--- src/rtl/vstage_pkg.sv ---
package vstage_pkg;

  typedef enum logic [1:0] {
    SQ_IDLE = 2'd0,
    SQ_RUN  = 2'd1,
    SQ_HELD = 2'd2
  } seq_state_e;

  // Clamp a requested count into [lo, hi].
  function automatic int unsigned clamp_count(int unsigned req, int unsigned lo, int unsigned hi);
    if (req < lo) return lo;
    if (req > hi) return hi;
    return req;
  endfunction

endpackage

--- src/rtl/vstage_seq.sv ---
module vstage_seq
  import vstage_pkg::*;
#(
  parameter int P_MAX = 4,
  parameter int V_MAX = 8,
  localparam int PW  = (P_MAX > 1) ? $clog2(P_MAX) : 1,
  localparam int VW  = (V_MAX > 1) ? $clog2(V_MAX) : 1,
  localparam int PCW = $clog2(P_MAX + 1),
  localparam int VCW = $clog2(V_MAX + 1)
) (
  input  logic           clk,
  input  logic           rst_n,
  input  logic           start,
  input  logic [VCW-1:0] num_virt,
  input  logic [PCW-1:0] num_phys,
  input  logic           cfg_valid,
  output logic           cfg_ready,
  output logic           take,
  output logic [VW-1:0]  cur_virt,
  output logic [PW-1:0]  cur_phys,
  output logic [VCW-1:0] nv_q,
  output logic [PCW-1:0] np_q,
  output seq_state_e     state
);

  logic [VCW-1:0] nv_eff;
  logic [PCW-1:0] np_eff;
  logic [VW-1:0]  v_q;
  logic [PW-1:0]  p_q;
  seq_state_e     state_q;
  logic           wrap_v;
  logic           wrap_p;
  logic           all_fit;

  always_comb begin
    nv_eff = VCW'(clamp_count(32'(num_virt), 0, V_MAX));
    np_eff = PCW'(clamp_count(32'(num_phys), 1, P_MAX));
  end

  assign cfg_ready = (state_q == SQ_RUN) && !start;
  assign take      = cfg_ready && cfg_valid;
  assign wrap_v    = (VCW'(v_q) == nv_q - VCW'(1));
  assign wrap_p    = (PCW'(p_q) == np_q - PCW'(1));
  assign all_fit   = (32'(nv_q) <= 32'(np_q));

  always_ff @(posedge clk) begin
    if (!rst_n) begin
      state_q <= SQ_IDLE;
      v_q     <= '0;
      p_q     <= '0;
      nv_q    <= '0;
      np_q    <= PCW'(1);
    end else if (start) begin
      nv_q    <= nv_eff;
      np_q    <= np_eff;
      v_q     <= '0;
      p_q     <= '0;
      state_q <= (nv_eff == '0) ? SQ_HELD : SQ_RUN;
    end else if (take) begin
      if (wrap_v) begin
        v_q <= '0;
        p_q <= '0;
        if (all_fit) state_q <= SQ_HELD;
      end else begin
        v_q <= v_q + VW'(1);
        p_q <= wrap_p ? '0 : p_q + PW'(1);
      end
    end
  end

  assign cur_virt = v_q;
  assign cur_phys = p_q;
  assign state    = state_q;

  AST_P_BELOW_NP: assert property (@(posedge clk) disable iff (!rst_n)
    (state_q == SQ_RUN) |-> (32'(p_q) < 32'(np_q)));
  AST_V_BELOW_NV: assert property (@(posedge clk) disable iff (!rst_n)
    (state_q == SQ_RUN) |-> (32'(v_q) < 32'(nv_q)));
  AST_P_TRACKS_V: assert property (@(posedge clk) disable iff (!rst_n)
    (state_q == SQ_RUN) |-> (32'(p_q) == 32'(v_q) % 32'(np_q)));

endmodule

--- src/rtl/vstage_map.sv ---
module vstage_map #(
  parameter int P_MAX = 4,
  parameter int V_MAX = 8,
  localparam int PW = (P_MAX > 1) ? $clog2(P_MAX) : 1,
  localparam int VW = (V_MAX > 1) ? $clog2(V_MAX) : 1
) (
  input  logic                clk,
  input  logic                rst_n,
  input  logic                clear,
  input  logic                wr_en,
  input  logic [PW-1:0]       wr_phys,
  input  logic [VW-1:0]       wr_virt,
  input  logic [PW-1:0]       rd_phys,
  output logic                rd_valid,
  output logic [VW-1:0]       rd_virt,
  output logic [P_MAX-1:0]    stage_valid,
  output logic [P_MAX*VW-1:0] stage_virt
);

  logic [VW-1:0] virt_q [P_MAX];
  logic [P_MAX-1:0] valid_q;

  for (genvar g = 0; g < P_MAX; g++) begin : g_slot
    logic hit;
    assign hit = wr_en && (32'(wr_phys) == g);
    always_ff @(posedge clk) begin
      if (!rst_n) begin
        valid_q[g] <= 1'b0;
        virt_q[g]  <= '0;
      end else if (clear) begin
        valid_q[g] <= 1'b0;
        virt_q[g]  <= '0;
      end else if (hit) begin
        valid_q[g] <= 1'b1;
        virt_q[g]  <= wr_virt;
      end
    end
    assign stage_virt[g*VW +: VW] = virt_q[g];
  end

  assign stage_valid = valid_q;
  assign rd_valid    = valid_q[rd_phys];
  assign rd_virt     = virt_q[rd_phys];

  AST_ONE_SLOT_PER_CYCLE: assert property (@(posedge clk) disable iff (!rst_n)
    !clear |=> ($countones(valid_q ^ $past(valid_q)) <= 1));

endmodule

--- src/rtl/vstage_ckpt.sv ---
module vstage_ckpt #(
  parameter int V_MAX = 8,
  localparam int VW = (V_MAX > 1) ? $clog2(V_MAX) : 1
) (
  input  logic          clk,
  input  logic          rst_n,
  input  logic          clear,
  input  logic          set_en,
  input  logic [VW-1:0] set_idx,
  input  logic [VW-1:0] q_idx,
  output logic          q_hit
);

  logic [V_MAX-1:0] saved_q;

  for (genvar g = 0; g < V_MAX; g++) begin : g_mark
    always_ff @(posedge clk) begin
      if (!rst_n)                                   saved_q[g] <= 1'b0;
      else if (clear)                               saved_q[g] <= 1'b0;
      else if (set_en && (32'(set_idx) == g))       saved_q[g] <= 1'b1;
    end
  end

  assign q_hit = saved_q[q_idx];

  AST_MARKS_STICK: assert property (@(posedge clk) disable iff (!rst_n)
    !clear |=> (($past(saved_q) & ~saved_q) == '0));

endmodule

--- src/rtl/vstage_sched.sv ---
module vstage_sched
  import vstage_pkg::*;
#(
  parameter int P_MAX = 4,
  parameter int V_MAX = 8,
  parameter int CFG_W = 16,
  localparam int PW  = (P_MAX > 1) ? $clog2(P_MAX) : 1,
  localparam int VW  = (V_MAX > 1) ? $clog2(V_MAX) : 1,
  localparam int PCW = $clog2(P_MAX + 1),
  localparam int VCW = $clog2(V_MAX + 1)
) (
  input  logic                clk,
  input  logic                rst_n,
  input  logic                start,
  input  logic [VCW-1:0]      num_virt,
  input  logic [PCW-1:0]      num_phys,
  input  logic                cfg_valid,
  output logic                cfg_ready,
  input  logic [CFG_W-1:0]    cfg_data,
  output logic                load_en,
  output logic [PW-1:0]       load_phys,
  output logic [VW-1:0]       load_virt,
  output logic [CFG_W-1:0]    load_cfg,
  output logic                save_en,
  output logic [VW-1:0]       save_virt,
  output logic                restore_en,
  output logic [VW-1:0]       restore_virt,
  output logic [P_MAX-1:0]    stage_valid,
  output logic [P_MAX*VW-1:0] stage_virt,
  output logic [P_MAX-1:0]    exec_mask
);

  logic           take;
  logic [VW-1:0]  cur_virt;
  logic [PW-1:0]  cur_phys;
  logic [VCW-1:0] nv_q;
  logic [PCW-1:0] np_q;
  seq_state_e     seq_state;
  logic           res_valid;
  logic [VW-1:0]  res_virt;
  logic           was_saved;
  logic           evict;
  logic           self_reload;
  logic [P_MAX-1:0] load_onehot;

  vstage_seq #(.P_MAX(P_MAX), .V_MAX(V_MAX)) u_seq (
    .clk       (clk),
    .rst_n     (rst_n),
    .start     (start),
    .num_virt  (num_virt),
    .num_phys  (num_phys),
    .cfg_valid (cfg_valid),
    .cfg_ready (cfg_ready),
    .take      (take),
    .cur_virt  (cur_virt),
    .cur_phys  (cur_phys),
    .nv_q      (nv_q),
    .np_q      (np_q),
    .state     (seq_state)
  );

  vstage_map #(.P_MAX(P_MAX), .V_MAX(V_MAX)) u_map (
    .clk         (clk),
    .rst_n       (rst_n),
    .clear       (start),
    .wr_en       (take),
    .wr_phys     (cur_phys),
    .wr_virt     (cur_virt),
    .rd_phys     (cur_phys),
    .rd_valid    (res_valid),
    .rd_virt     (res_virt),
    .stage_valid (stage_valid),
    .stage_virt  (stage_virt)
  );

  assign evict       = take && res_valid;
  assign self_reload = res_valid && (res_virt == cur_virt);

  vstage_ckpt #(.V_MAX(V_MAX)) u_ckpt (
    .clk     (clk),
    .rst_n   (rst_n),
    .clear   (start),
    .set_en  (evict),
    .set_idx (res_virt),
    .q_idx   (cur_virt),
    .q_hit   (was_saved)
  );

  // Event outputs: strobes live for one cycle, indices are held between loads.
  always_ff @(posedge clk) begin
    if (!rst_n) begin
      load_en      <= 1'b0;
      save_en      <= 1'b0;
      restore_en   <= 1'b0;
      load_phys    <= '0;
      load_virt    <= '0;
      load_cfg     <= '0;
      save_virt    <= '0;
      restore_virt <= '0;
    end else begin
      load_en    <= take;
      save_en    <= evict;
      restore_en <= take && (was_saved || self_reload);
      if (take) begin
        load_phys    <= cur_phys;
        load_virt    <= cur_virt;
        load_cfg     <= cfg_data;
        restore_virt <= cur_virt;
      end
      if (evict) save_virt <= res_virt;
    end
  end

  always_comb begin
    load_onehot = '0;
    if (load_en) load_onehot[load_phys] = 1'b1;
  end

  assign exec_mask = stage_valid & ~load_onehot;

  AST_SAVE_NEEDS_LOAD: assert property (@(posedge clk) disable iff (!rst_n)
    save_en |-> load_en);
  AST_RESTORE_NEEDS_LOAD: assert property (@(posedge clk) disable iff (!rst_n)
    restore_en |-> load_en);
  AST_VIRT_IN_RANGE: assert property (@(posedge clk) disable iff (!rst_n)
    load_en |-> (32'(load_virt) < 32'(nv_q)));
  AST_PHYS_IS_MOD: assert property (@(posedge clk) disable iff (!rst_n)
    load_en |-> (32'(load_phys) == 32'(load_virt) % 32'(np_q)));
  AST_MAP_SHOWS_LOAD: assert property (@(posedge clk) disable iff (!rst_n)
    load_en |-> (stage_valid[load_phys] && (stage_virt[load_phys*VW +: VW] == load_virt)));
  AST_HELD_NO_LOAD: assert property (@(posedge clk) disable iff (!rst_n)
    ((seq_state == SQ_HELD) && !start) |=> !load_en);
  AST_IDLE_AFTER_RESET: assert property (@(posedge clk)
    !rst_n |=> (!load_en && !save_en && !restore_en && (stage_valid == '0)));

endmodule

--- config.mk ---
export PLATFORM = sky130hd
export DESIGN_NAME = vstage_sched
export DESIGN_NICKNAME = d
export VERILOG_FILES = /design/src/rtl/vstage_pkg.sv /design/src/rtl/vstage_seq.sv /design/src/rtl/vstage_map.sv /design/src/rtl/vstage_ckpt.sv /design/src/rtl/vstage_sched.sv
export SDC_FILE = /design/constraint.sdc
export NUM_CORES = 1
export LEC_CHECK = 0
export CAP_MARGIN = 25
export CORE_MARGIN = 2
export CORE_UTILIZATION = 50
export CTS_CLUSTER_DIAMETER = 50
export CTS_CLUSTER_SIZE = 24
export DETAILED_ROUTE_END_ITERATION = 10
export GPL_ROUTABILITY_DRIVEN = 0
export PLACE_DENSITY = 0.82
export SKIP_LAST_GASP = 1
export SYNTH_ARGS = -nofsm -noshare
export SYNTH_HDL_FRONTEND = slang
export SYNTH_SLANG_ARGS = --single-unit
--- constraint.sdc ---
create_clock -name clk -period 3.9 [get_ports clk]
set_input_delay 0.78 -clock clk [delete_from_list [all_inputs] [get_ports clk]]
set_output_delay 0.78 -clock clk [all_outputs]
set_load 0.01 [all_outputs]
==> results.py, run 1 <==
metrics = {
    "outcome": {
        "outcome": "completed",
    },
    "timing": {
        "maxSlewViolCount": 0,
        "slew_headroom": 0.440,
        "rsz0062_at_grt": "no",
        "fmaxAchievable_ghz": 0.329,
        "tightest_slew_ns": 0.840,
        "period_share": 0.779,
        "setup_violations": 0,
        "min_period_ns": 3.04,
        "hold_violations": 0,
        "finalSetupTns_ns": 0,
        "clock_skew_ns": 0.00970,
    },
    "global_routing": {
        "grt_pass1_vias": 2289,
        "grt_max_degree": 36,
        "grt_usage": 0.213,
        "gr-total-overflow": 0,
        "grt_pass1_wl_mm": 10.6,
        "grt_antenna_before_repair": 0,
    },
    "yosys": {
        "ys_types": 43,
        "synthFlopType": "dfxtp_1",
        "synth_warnings": 0,
        "synth_nets": 345,
        "synth_edf_count": 12,
        "synthCells": 308,
        "async_reset_ff_frac": 0,
        "synth_area_leaders": "dfxtp_1 38%, edfxtp_1 12%, nand2_1 6.9%",
        "postSynthAreaPerCell_sq_um": 9.47,
        "synth_seq_cells": 67,
        "netlist.area_leader.share": 0.378,
        "yosys.area.top_type": "dfxtp_1",
        "netlist_area_sq_um": 2920,
        "ys_seq_area_frac": 0.501,
    },
    "pwr": {
        "p_sw_frac": 0.236,
        "p_per_area_nw_per_um2": 367,
        "combPwrFrac": 0.087,
        "p_seq_frac": 0.504,
        "p_switching_uw": 342,
        "vdd_drop_max_v": 0.000214,
        "clkPwrFrac": 0.409,
        "intPower_uw": 1110,
        "p_leak_uw": 0.00148,
        "totalPowerFinal_uw": 1450,
    },
    "die": {
        "start_util": 0.523,
        "ioPinCount": 78,
        "row_count": 27,
        "coreArea_sq_um": 5570,
        "die_w_um": 80.4,
        "die_height_um": 80.4,
        "die_area_sq_um": 6460,
    },
    "finish": {
        "final_cells": 457,
        "area_growth_pct": 35.1,
        "drive_above_1_share": 0.0857,
        "fillers": 415,
        "final_nets": 417,
        "diodes": 0,
        "fin_area_sq_um": 3940,
    },
    "detailed_routing": {
        "drtAntennaViolNets": 0,
        "wl_per_cell_um": 13.9,
        "dr.pass1.iters": 4,
        "drt_iter0_drc": 126,
        "finalWirelength_mm": 6.37,
        "drc": 0,
        "vias_per_cell": 5.27,
        "num_vias": 2408,
    },
    "clock_network": {
        "cts-htree-levels": 3,
        "insertion_delay_ns": 0.34,
        "clk_pin_slew_worst_paths_ns": 0.07,
        "cts_tree": "yes",
        "ctsHoldBuffers": 0,
        "cts-resized-gates": 0,
        "cts_buffer_depth": 2,
        "cts.sinks": 67,
        "postCtsSetupRepairBufs": 0,
        "numCtsBuffers": 9,
        "ctsRootBufferMaster": "clkbuf_8",
    },
    "run": {
        "drv_cap": 0,
    },
    "placement": {
        "dpl_cell_area_sq_um": 3730,
        "placed_cells": 441,
        "hpwl_mm": 4.46,
        "port_buffers": 77,
    },
    "worst_hold_path": {
        "hp-class": "reg2reg",
    },
    "setup_path": {
        "startpoint_type": "input pin",
        "endpoint_kind": "primary output",
        "cp_max_fo": 9,
        "crit_type": "in2out",
        "required_ns": 3.12,
        "crit_arrival_ns": 2.26,
    },
}
==> power groups by stage <==
stage	combinational, uW	clock, uW	sequential (uW)
3_3_place_gp	123	0	745
6_report	126	592	729
3_5_place_dp	126	0	746
5_1_grt	139	630	731
2_1_floorplan	58.5	0	747
4_1_cts	127	601	730
==> per-stage QoR <==
stage | worst slack [ns] | utilization | hold WS [ns]
floorplan | 1.88 | - | 0.431
global placement | 0.858 | 0.669 | 0.441
detailed placement | 0.854 | 0.669 | 0.449
CTS | 0.852 | 0.707 | 0.456
global route | 0.770 | 0.707 | 0.468
finish | 0.863 | 0.707 | 0.458
==> metal layers <==
| layer | vias up | routed length [um] | global-route usage |
|---|---|---|---|
| met4 | 0 | 110 | 0.105 |
| met2 | 77 | 3160 | 0.352 |
| met3 | 10 | 381 | 0.0517 |
| met5 | - | 0 | 0 |
| li1 | 1199 | - | - |
| met1 | 1122 | 2710 | 0.258 |
==> final timing paths <==
path / start / endpoint / slack (ns) / cells past startpoint
max reg2reg: u_seq.np_q[1] / u_seq.state[1] / 2.01 / 7
max: start / cfg_ready / 0.86 / 3
min reg2reg: load_cfg[5] / load_cfg[5] / 0.46 / 2
min: load_cfg[5] / load_cfg[5] / 0.46 / 2
==> cells in the final DEF (no fill, tap or decap), drive strengths merged, types with 2 or more instances in the layout <==
cell type	n
a21oi	38
ha	10
clkbuf	10
a2bb2oi	2
mux4	5
and3	14
nand2b	2
o21a	3
clkdlybuf4s50	77
nand2	54
inv	14
xor2	5
nand3b	2
nor2b	7
xnor2	4
a31oi	2
dfxtp	55
nor2	26
mux2i	6
edfxtp	12
buf	4
clkinv	2
and2	2
nand3	3
nand4	2
o21ai	3
a21o	4
o22ai	2
==> Yosys cell counts (5+ instances only) <==
library cell,n
nor2b_1,7
edfxtp_1,12
a21oi_1,38
mux4_2,5
clkbuf_1,13
xor2_1,5
nand2_1,54
dfxtp_1,55
mux2i_1,6
ha_1,10
and3_1,14
inv_1,11
nor2_1,24
==> layout make-up <==
class,count,area [sq um],share of cell area
clock buffer,10,138,0.0349
clock inverter,6,71.3,0.0181
inverter,11,41.3,0.0105
multi-input combinational,210,1340,0.339
sequential,67,1460,0.371
tap,72,90.1,0.0229
timing repair buffer,81,801,0.203
==> cells by family (layout without fill, tap and decap cells) <==
logic type	after synthesis	after routing	synth area share
XOR/XNOR	9	9	0.0270
AO/OA/AOI/OAI	62	62	0.132
flip-flops	67	67	0.501
buffers and inverters	31	108	0.0455
AND/OR/NAND/NOR	117	117	0.188
multiplexers	12	12	0.0631
adder cells (fa/ha/maj)	10	10	0.0429
==> critical path: stages <==
cell	delay, ns
clkdlybuf4s50_1	0.56
nor3b_1	0.32
clkdlybuf4s50_1	0.59
==> state kept, by name, summed over array words and instances, names as in the netlist, named ones only <==
| signal | cells |
|---|---|
| restore_en | 1 |
| load_en | 1 |
| load_phys | 2 |
| load_cfg | 16 |
| u_map.virt_q | 12 |
| save_virt | 3 |
| u_map.stage_valid | 4 |
| u_seq.cur_phys | 2 |
| save_en | 1 |
| u_ckpt.saved_q | 8 |
| u_seq.cur_virt | 3 |
| u_seq.state | 2 |
| u_seq.nv_q | 4 |
| restore_virt | 3 |
| u_seq.np_q | 3 |
Note: power is estimated with default switching activity, not from simulation.
==> run 2, diff against run 1 <==
--- a/config.mk
+++ b/config.mk
@@ -7,12 +7,12 @@
 export LEC_CHECK = 0
 export CAP_MARGIN = 25
 export CORE_MARGIN = 2
-export CORE_UTILIZATION = 50
+export CORE_UTILIZATION = 43
 export CTS_CLUSTER_DIAMETER = 50
 export CTS_CLUSTER_SIZE = 24
 export DETAILED_ROUTE_END_ITERATION = 10
 export GPL_ROUTABILITY_DRIVEN = 0
-export PLACE_DENSITY = 0.82
+export PLACE_DENSITY = 0.75
 export SKIP_LAST_GASP = 1
 export SYNTH_ARGS = -nofsm -noshare
 export SYNTH_HDL_FRONTEND = slang
==> constraint.sdc (replaced) <==
create_clock -name clk -period 2.7 [get_ports clk]
set_input_delay 0.54 -clock clk [delete_from_list [all_inputs] [get_ports clk]]
set_output_delay 0.54 -clock clk [all_outputs]
set_load 0.01 [all_outputs]
==> run 2 against run 1 <==
Against the previous run: first-iteration DRC count shrank 0.79%; final cell count grew 2.4%; register-to-register slack got worse by 1.2 ns; utilization fell by 11 points; sequential power rose by 44%; final area rose by 1.3%; wire length increased by 5.3%; combinational power is 49% higher.
==> results.py, run 2 (same netlist as run 1, synthesis figures left out) <==
metrics = {
    "clock_network": {
        "cts_tree": "yes",
        "cts_buffer_depth": 2,
        "ctsHoldBuffers": 0,
        "numCtsBuffers": 9,
        "cts-resized-gates": 0,
        "cts.sinks": 67,
        "ctsRootBufferMaster": "clkbuf_8",
        "clk_pin_slew_worst_paths_ns": 0.07,
        "postCtsSetupRepairBufs": 0,
        "cts-htree-levels": 3,
        "insertion_delay_ns": 0.34,
    },
    "detailed_routing": {
        "num_vias": 2433,
        "dr.pass1.iters": 4,
        "drt_iter0_drc": 125,
        "drtAntennaViolNets": 0,
        "vias_per_cell": 5.20,
        "finalWirelength_mm": 6.71,
        "wl_per_cell_um": 14.3,
        "drc": 0,
    },
    "pwr": {
        "vdd_drop_max_v": 0.000320,
        "p_sw_frac": 0.216,
        "combPwrFrac": 0.088,
        "intPower_uw": 1670,
        "p_seq_frac": 0.496,
        "clkPwrFrac": 0.416,
        "p_per_area_nw_per_um2": 533,
        "p_switching_uw": 458,
        "p_leak_uw": 0.00150,
    },
    "timing": {
        "tightest_slew_ns": 0.571,
        "fmaxAchievable_ghz": 0.409,
        "worst_slack_ns": 0.258,
        "rsz0062_at_grt": "no",
        "setup_violations": 0,
        "period_share": 0.904,
        "finalSetupTns_ns": 0,
        "clock_skew_ns": 0.00763,
        "maxSlewViolCount": 0,
        "hold_violations": 0,
        "min_period_ns": 2.44,
        "slew_headroom": 0.619,
    },
    "worst_hold_path": {
        "holdPathStages": 2,
        "hp-class": "reg2reg",
        "hold_path_end": "load_cfg[3]",
        "worstHoldStart": "load_cfg[3]",
    },
    "global_routing": {
        "grt_antenna_before_repair": 0,
        "grt_usage": 0.191,
        "gr-total-overflow": 0,
        "grtUsageMet3": 0.0714,
        "use_met2": 0.323,
        "use_met1": 0.220,
        "top_usage_layer": "met2",
        "grt_pass1_vias": 2450,
        "grt_pass1_wl_mm": 11.2,
        "grt_max_degree": 35,
    },
    "die": {
        "coreArea_sq_um": 6680,
        "die_area_sq_um": 7460,
        "die_w_um": 86.4,
        "die_height_um": 86.4,
        "ioPinCount": 78,
        "row_count": 30,
        "start_util": 0.437,
    },
    "setup_path": {
        "critical_path.reg2reg.endpoint": "u_seq.state[1]",
        "reg2reg_from": "u_seq.np_q[1]",
        "crit_family": "buffers and inverters",
        "crit_top_cell": "clkdlybuf4s50_1",
        "reg2reg_slack_ns": 0.81,
        "critPathMaxStageDelay_ns": 0.60,
        "required_ns": 2.16,
        "cp_max_fo": 2,
        "crit_type": "in2out",
        "cp.buffers_inverters": 2,
        "crit_arrival_ns": 1.90,
        "path_cells": "clkdlybuf4s50_1 > nor3b_1 > clkdlybuf4s50_1",
        "endpoint_kind": "primary output",
        "cp-startpoint": "start",
        "cp.depth": 3,
        "r2r_cells": 7,
        "crit_slowest_cell": "clkdlybuf4s50_1",
        "startpoint_type": "input pin",
    },
    "finish": {
        "diodes": 0,
        "largest_reg_flops": 16,
        "area_growth_pct": 36.9,
        "drive_above_1_share": 0.0876,
        "final_nets": 420,
        "reg_top3": "load_cfg (16), u_map.virt_q (12), u_ckpt.saved_q (8)",
        "fin_util": 0.598,
        "layout_common_cells": "77 x clkdlybuf4s50_1, 55 x dfxtp_1, 54 x nand2_1",
        "regMostFlops": "load_cfg",
        "final_common_cell": "clkdlybuf4s50_1",
        "fillers": 582,
    },
    "placement": {
        "pre_cts_slack_ns": 0.275,
        "port_buffers": 77,
        "hpwl_mm": 4.77,
    },
    "run": {
        "drv_cap": 0,
    },
    "outcome": {
        "outcome": "completed",
    },
}
-- run 2: changes by cell type in the layout (fill, tap and decap cells not counted), sizes merged --
cell,delta
buf,+3
clkbuf,+5
clkinv,-2
inv,-3
-- run 2: power by group through the flow --
stage	clock network (uW)	logic, uW	registers [uW]
3_5_place_dp	0	187	1080
6_report	884	188	1050
5_1_grt	948	206	1060
3_3_place_gp	0	183	1080
2_1_floorplan	0	84.5	1080
4_1_cts	904	189	1050
-- run 2: stage by stage --
| stage | instance area [sq um] | std cells | total power (uW) | hold slack [ns] |
|---|---|---|---|---|
| final | 3990 | 468 | 2130 | 0.458 |
| after global routing | 3990 | 468 | 2210 | 0.476 |
| after CTS | 3990 | 468 | 2150 | 0.460 |
| after detailed placement | 3780 | 452 | 1260 | 0.449 |
| after global placement | 3780 | 452 | 1260 | 0.441 |
| after floorplan | 2920 | 308 | 1160 | 0.431 |
-- run 2: layout make-up --
cell class	instances	area (sq um)	share of cell area
multi-input combinational	210	1340	0.335
sequential	67	1460	0.366
clock inverter	1	30.0	0.00752
clock buffer	15	186	0.0467
timing repair buffer	84	836	0.209
tap	80	100	0.0251
inverter	11	41.3	0.0103
-- run 2: tightest hold or removal path, stage by stage (launching register included) --
cell,delay [ns]
dfxtp_1,0.31
nand2_1,0.05
a21oi_1,0.05
-- run 2: worst max path at each step --
stage	slack [ns]	end
global placement	0.27	cfg_ready
CTS	0.25	cfg_ready
finish	0.26	cfg_ready
detailed placement	0.27	cfg_ready
global route	0.23	cfg_ready
floorplan	0.92	u_map.virt_q[0][0]
-- run 2: routing by layer --
metal	vias up	part of all wire
met4	0	0.015
met5	-	0
met2	67	0.51
met1	1148	0.42
li1	1208	-
met3	10	0.057
==> run 3, diff against run 2 <==
--- a/config.mk
+++ b/config.mk
@@ -7,12 +7,13 @@
 export LEC_CHECK = 0
 export CAP_MARGIN = 25
 export CORE_MARGIN = 2
-export CORE_UTILIZATION = 43
+export CORE_UTILIZATION = 48
 export CTS_CLUSTER_DIAMETER = 50
 export CTS_CLUSTER_SIZE = 24
 export DETAILED_ROUTE_END_ITERATION = 10
 export GPL_ROUTABILITY_DRIVEN = 0
-export PLACE_DENSITY = 0.75
+export HOLD_SLACK_MARGIN = 0.06
+export PLACE_DENSITY = 0.79
 export SKIP_LAST_GASP = 1
 export SYNTH_ARGS = -nofsm -noshare
 export SYNTH_HDL_FRONTEND = slang
==> constraint.sdc (replaced) <==
create_clock -name clk -period 2.4 [get_ports clk]
set_input_delay 0.48 -clock clk [delete_from_list [all_inputs] [get_ports clk]]
set_output_delay 0.48 -clock clk [all_outputs]
set_load 0.01 [all_outputs]
==> run 3 against run 2 <==
Against the previous run: global-route usage is 2.3 points higher; final cell count unchanged; critical path depth did not move; clock skew down 0.0011 ns; combinational power is 12% higher; clock-buffer cell count shrank 6; hold slack got worse by 0.0021 ns; non-clock buffer count rose by 5; clock power rose by 13%; largest cell class unchanged; largest power group unchanged; final area grew 0.60%; critical path type unchanged; setup slack worse by 0.085 ns.
==> results.py, run 3 (same netlist as run 1, synthesis figures left out) <==
metrics = {
    "detailed_routing": {
        "finalWirelength_mm": 6.57,
        "drtAntennaViolNets": 0,
        "dr.pass1.iters": 4,
        "num_vias": 2461,
        "drc": 0,
        "vias_per_cell": 5.26,
        "drt_iter0_drc": 159,
        "wl_per_cell_um": 14.0,
    },
    "global_routing": {
        "gr-total-overflow": 0,
        "grt_max_degree": 23,
        "grt_pass1_vias": 2322,
        "grt_antenna_before_repair": 0,
        "grt_usage": 0.214,
        "grt_pass1_wl_mm": 10.9,
    },
    "finish": {
        "final_nets": 425,
        "layout_common_cells": "77 x clkdlybuf4s50_1, 55 x dfxtp_1, 54 x nand2_1",
        "final_common_cell": "clkdlybuf4s50_1",
        "area_growth_pct": 37.7,
        "drive_above_1_share": 0.102,
        "fillers": 466,
        "diodes": 0,
        "largest_reg_flops": 16,
        "reg_top3": "load_cfg (16), u_map.virt_q (12), u_ckpt.saved_q (8)",
        "regMostFlops": "load_cfg",
        "fin_area_sq_um": 4020,
    },
    "outcome": {
        "outcome": "completed",
    },
    "timing": {
        "tightest_slew_ns": 0.471,
        "clock_skew_ns": 0.00650,
        "hold_violations": 0,
        "period_share": 0.928,
        "hold_ws_ns": 0.456,
        "min_period_ns": 2.23,
        "fmaxAchievable_ghz": 0.449,
        "rsz0062_at_grt": "no",
        "maxSlewViolCount": 0,
        "finalSetupTns_ns": 0,
        "slew_headroom": 0.685,
        "setup_violations": 0,
    },
    "setup_path": {
        "reg2reg_from": "u_seq.np_q[1]",
        "crit_arrival_ns": 1.75,
        "crit_slowest_cell": "clkdlybuf4s50_1",
        "startpoint_type": "input pin",
        "crit_family": "buffers and inverters",
        "endpoint_kind": "primary output",
        "critical_path.reg2reg.endpoint": "u_seq.state[1]",
        "cp_max_fo": 2,
        "reg2reg_slack_ns": 0.47,
        "critPathMaxStageDelay_ns": 0.58,
        "crit_type": "in2out",
        "crit_top_cell": "clkdlybuf4s50_1",
        "r2r_cells": 7,
        "path_cells": "clkdlybuf4s50_1 > nor3b_2 > clkdlybuf4s50_1",
        "cp.buffers_inverters": 2,
        "required_ns": 1.92,
    },
    "clock_network": {
        "cts-htree-levels": 3,
        "clk_pin_slew_worst_paths_ns": 0.07,
        "cts.sinks": 67,
        "cts_buffer_depth": 2,
        "insertion_delay_ns": 0.33,
        "cts-resized-gates": 0,
        "postCtsSetupRepairBufs": 0,
        "cts_tree": "yes",
        "numCtsBuffers": 9,
        "ctsRootBufferMaster": "clkbuf_8",
        "ctsHoldBuffers": 0,
    },
    "die": {
        "ioPinCount": 78,
        "start_util": 0.496,
        "coreArea_sq_um": 5890,
        "row_count": 28,
        "die_area_sq_um": 6720,
        "die_height_um": 82.0,
        "die_w_um": 82.0,
    },
    "worst_hold_path": {
        "hold_path_end": "load_cfg[4]",
        "holdPathStages": 2,
        "worstHoldStart": "load_cfg[4]",
        "hp-class": "reg2reg",
    },
    "placement": {
        "hpwl_mm": 4.83,
        "dpl_cell_area_sq_um": 3790,
        "port_buffers": 77,
    },
    "pwr": {
        "p_leak_uw": 0.00152,
        "p_per_area_nw_per_um2": 597,
        "vdd_drop_max_v": 0.000481,
    },
    "run": {
        "drv_cap": 0,
    },
}
## run 3: cell types whose count changed in the layout (fill, tap and decap cells not counted), sizes merged
cell	before	now
buf	7	12
bufinv	1	2
clkinvlp	0	1
clkinv	0	4
clkbuf	15	9
## run 3: report_power, final
| part | switching [uW] | internal [uW] |
|---|---|---|
| logic | 96.2 | 115 |
| clock network | 419 | 581 |
| registers | 19.5 | 1170 |
## run 3: metrics by stage
stage                     setup slack [ns]  utilization  power (uW)  instances
after floorplan                      0.647            -        1310        308
after global routing                 0.101        0.682        2490        468
after CTS                           0.0760        0.682        2410        468
final                                0.173        0.682        2400        468
after detailed placement            0.0951        0.645        1420        452
after global placement              0.0959        0.645        1420        452
## run 3: layout make-up
type	instances	area, sq um	share of cell area
clock buffers	9	124	0.0308
inverters	11	41.3	0.0103
well taps	75	93.8	0.0234
clock inverters	7	92.6	0.0231
flip-flops and latches	67	1460	0.364
multi-input cells	210	1340	0.334
repair buffers	89	861	0.214
## run 3: worst register-to-register path: cells and delay by family, from the launching register on
family,cells,cell delay (ns)
adders and majority gates,1,0.29
AOI/OAI and AO/OA,3,0.75
DFF,1,0.31
buffers and inverters,1,0.08
and+or+nand+nor,2,0.44
## run 3: worst max-delay path by stage
stage                              from             end  slack [ns]  cells past startpoint
after detailed placement          start       cfg_ready         0.1                      3
final                             start       cfg_ready        0.17                      3
after CTS                         start       cfg_ready        0.08                      3
after floorplan           u_seq.np_q[1]  u_seq.state[1]        0.65                      7
after global placement            start       cfg_ready         0.1                      3
after global routing              start       cfg_ready        0.10                      3
## run 3: layer usage
| layer | routed length (um) | track usage |
|---|---|---|
| met1 | 2850 | 0.261 |
| met2 | 3310 | 0.355 |
| met3 | 373 | 0.0637 |
| met4 | 40 | 0.0800 |
| met5 | 0 | 0 |
